--- config.mk ---
export PLATFORM = sky130hd
export DESIGN_NAME = flash_status_flags
export DESIGN_NICKNAME = d
export VERILOG_FILES = /design/src/rtl/flash_status_flags.sv
export SDC_FILE = /design/constraint.sdc
export NUM_CORES = 1
export LEC_CHECK = 0
export BUFFER_PORTS_ARGS = -buffer_cell sky130_fd_sc_hd__buf_2
export CORE_AREA = 2 2 39 41
export DETAILED_ROUTE_END_ITERATION = 8
export DIE_AREA = 0 0 41 43
export HOLD_SLACK_MARGIN = 0.02
export PLACE_DENSITY = 0.71
export SYNTH_ARGS = -nofsm -noshare
export SYNTH_HDL_FRONTEND = slang
export SYNTH_SLANG_ARGS = --single-unit
export TNS_END_PERCENT = 50
--- constraint.sdc ---
create_clock -name clk_i -period 1.33 [get_ports clk_i]
set_input_delay 0.0665 -clock clk_i [delete_from_list [all_inputs] [get_ports clk_i]]
set_output_delay 0.0665 -clock clk_i [all_outputs]
set_load 0.05 [all_outputs]
--- src/rtl/flash_status_flags.sv ---
module flash_status_flags #(
  parameter int CMD_W = 7,
  parameter int STAT_W = 16,
  parameter logic [CMD_W-1:0] OP_WR_PAGE = 7'h04,
  parameter logic [CMD_W-1:0] OP_WR_QUAD = 7'h05,
  parameter logic [CMD_W-1:0] OP_BUF_CLR = 7'h15,
  parameter logic [CMD_W-1:0] OP_PR_SET  = 7'h12,
  parameter logic [CMD_W-1:0] OP_PR_CLR  = 7'h13
) (
  input  logic              clk_i,
  input  logic              rst_ni,
  input  logic              word_wr_i,
  input  logic              cmd_valid_i,
  input  logic [CMD_W-1:0]  cmd_op_i,
  input  logic              sleep_enter_i,
  input  logic              sleep_exit_i,
  input  logic              pr_on_sleep_i,
  input  logic              bus_access_i,
  input  logic              engine_busy_i,
  input  logic              engine_susp_i,
  output logic [STAT_W-1:0] status_o
);
  localparam int PAD_W = STAT_W - 4;

  logic ready_q, pr_q, loaded_q, susp_q;
  logic cmd_ok, flush, pr_set, pr_clr;

  assign cmd_ok = cmd_valid_i & ready_q;
  assign flush  = cmd_ok & (cmd_op_i == OP_WR_PAGE || cmd_op_i == OP_WR_QUAD ||
                            cmd_op_i == OP_BUF_CLR);
  assign pr_set = (cmd_ok & (cmd_op_i == OP_PR_SET)) | (sleep_enter_i & pr_on_sleep_i);
  assign pr_clr = (cmd_ok & (cmd_op_i == OP_PR_CLR)) | (sleep_exit_i & pr_on_sleep_i) |
                  bus_access_i;

  always_ff @(posedge clk_i or negedge rst_ni) begin
    if (!rst_ni) begin
      ready_q  <= 1'b0;
      pr_q     <= 1'b0;
      loaded_q <= 1'b0;
      susp_q   <= 1'b0;
    end else begin
      ready_q <= ~engine_busy_i;
      susp_q  <= engine_susp_i;
      if (flush)          loaded_q <= 1'b0;
      else if (word_wr_i) loaded_q <= 1'b1;
      if (pr_clr)         pr_q <= 1'b0;
      else if (pr_set)    pr_q <= 1'b1;
    end
  end

  assign status_o = {{PAD_W{1'b0}}, susp_q, loaded_q, pr_q, ready_q};

  logic live_q;
  always_ff @(posedge clk_i or negedge rst_ni)
    if (!rst_ni) live_q <= 1'b0;
    else         live_q <= 1'b1;

  p_ready_follows_r8: assert property (@(posedge clk_i) disable iff (!rst_ni)
    live_q |-> status_o[0] == !$past(engine_busy_i));

  p_susp_follows_r9: assert property (@(posedge clk_i) disable iff (!rst_ni)
    live_q |-> status_o[3] == $past(engine_susp_i));

  p_load_sets_r2: assert property (@(posedge clk_i) disable iff (!rst_ni)
    live_q && $past(word_wr_i && !cmd_valid_i) |-> status_o[2]);

  p_load_holds_r3: assert property (@(posedge clk_i) disable iff (!rst_ni)
    live_q && $past(!word_wr_i && !cmd_valid_i) |-> status_o[2] == $past(status_o[2]));

  p_bus_wakes_r6: assert property (@(posedge clk_i) disable iff (!rst_ni)
    live_q && $past(bus_access_i) |-> !status_o[1]);

  p_busy_rejects_r10: assert property (@(posedge clk_i) disable iff (!rst_ni)
    live_q && $past(cmd_valid_i && !status_o[0] && !word_wr_i && !bus_access_i &&
                    !sleep_enter_i && !sleep_exit_i)
    |-> $stable(status_o[2:1]));

  always_comb p_upper_zero_r11: assert (status_o[STAT_W-1:4] == '0);
endmodule

==> metrics.yaml <==
clock_network:
  clockBufferDepth: 2
  path_clk_slew_ns: 0.04
  cts_sinks: 4
  ctsResizeCount: 0
  numCtsBuffers: 3
  cts_tree: "yes"
  cts_hold_repair.buffers: 3
  post-cts-setup-buffer-count: 0
  root_buffer: "clkbuf_4"
  clock_latency_ns: 0.23
  h-tree-depth: 1
sta:
  finalHoldViolations: 0
  final.setup.tns_ns: 0
  finalSetupViolCount: 0
  finalCritPeriodShare: 0.831
  max_freq_ghz: 0.905
  finalClockSkew_ns: 0.00172
  worst_slack_ns: 0.225
  min_period_ns: 1.10
  rsz0062_at_grt: "no"
  timing.hold.ws_ns: 0.0662
  drv_slew: 0
die:
  start_util: 0.233
  die_x_um: 41
  dieArea_um2: 1760
  num_rows: 14
  io_pins: 33
  die_h_um: 43
  coreArea_um2: 1380
worst_setup_path:
  arrival_ns: 1.22
  critPathMaxStageDelay_ns: 0.34
  startpoint_type: "flop"
  crit_family: "multiplexers"
  required_ns: 1.44
  r2r_setup_slack_ns: 0.23
  worstSetupEndpointType: "flop"
  path_max_fanout: 2
  path_cells: "nand2_1 > nor4_4 > mux2_1"
  cpMaxStageDelayCell: "mux2_1"
  crit_type: "flop to flop"
  crit_buf_inv: 0
logic_synthesis:
  synth_area_um2: 323
  seq_area_frac_synth: 0.310
  ys_ff_latch: 4
  synth_top_area_cell: "buf_4"
  syn_area_per_cell_um2: 9.49
  ys_types: 14
  synth_top_cell_area_share: 0.372
  ys_warn_count: 0
  synth_area_leaders: "buf_4 37%, dfrtp_1 31%, nor4_4 6.6%"
  synthCells: 34
placed_design:
  port_buffers: 20
  dp_hpwl_um: 494
  dp_cells: 65
  gp_congestion: 0.529
  dp_slack_ns: 0.168
  placed_cell_area_um2: 364
global_routing:
  grt_first_pass_wirelength_um: 814
  antenna_found_initial: 0
  grt_usage: 0.0765
  grt_max_degree: 5
  overflow: 0
  grt_pass1_vias: 243
power:
  ir_drop_uv: 231
  p_per_area_nw_per_um2: 1020
  report.power.total_uw: 423
  leakage_nw: 0.228
route:
  avgViaCountPerCell: 3.52
  vias: 250
  ant_nets: 0
  first_iter_violations: 0
  wl_per_cell_um: 8.17
  wl_um: 580
  drc: 0
  first_pass_iters: 1
layout:
  multi_input_area_um2: 140
  drive_gt1_frac: 0.455
  final_core_util: 0.301
  n_antenna_cell: 0
  area_delta_synth_final_pct: 29.1
  fin_area_um2: 417
  final_common_cell: "buf_2"
  seqCellArea_um2: 100
  nFillCells: 153
  mostFrequentLayoutCells: "20 x buf_2, 12 x conb_1, 4 x dfrtp_1"
  final_net_count: 74
  stdcell_count: 71
run_status:
  status: "finished clean"
worst_hold_path:
  hold_class: "input port to flop"
flow_run:
  max-cap-violations: 0
kinds of logic (layout without fill, tap and decap cells):
family,after synthesis,after routing,synth area share
mux,1,1,0.0349
buf+inv,17,27,0.384
simple gates,8,8,0.190
flops,4,4,0.310
compound gates,3,3,0.0698
other cells,1,12,0.0116
registers in the layout, summed over array words and instances (netlist names):
name and count:
pr_q 1, loaded_q 1, susp_q 1, ready_q 1
layer usage:
layer  global-route usage  vias up  wire length [um]
li1                     -      124                 -
met4                0.100        0                14
met5                    0        -                 0
met1               0.0518      109               154
met2                0.131       15               353
met3               0.0157        2                57
Yosys cell counts (all sizes together):
master	count
nand3b	1
nor4	1
buf	16
a21oi	1
nand2	2
a21o	1
conb	1
o32a	1
or3	1
mux2	1
inv	1
dfrtp	4
nand2b	1
nor2	2
cell type report:
cell class                      count  share of cell area
Tap cell                           16              0.0480
Clock buffer                        3              0.0541
Sequential cell                     4               0.240
Timing Repair Buffer               23               0.312
Multi-Input combinational cell     24               0.336
Inverter                            1             0.00901
path summary, 6_finish.rpt:
check | cells after the start | endpoint | start
worst max-delay path | 3 | pr_q | ready_q
worst min-delay path | 2 | loaded_q | word_wr_i
worst max register to register | 3 | pr_q | ready_q
worst min register to register | 1 | loaded_q | loaded_q
max in group asynchronous | 2 | susp_q | rst_ni
min in group asynchronous | 2 | pr_q | rst_ni
where the power goes:
part           leakage (nW)  switching, mW  total, mW  internal [mW]
registers            0.0456        0.00175      0.129          0.127
clock network        0.0138         0.0452      0.146          0.101
logic                 0.168          0.114      0.148         0.0340
No activity file was read; power rests on OpenSTA's default activity.
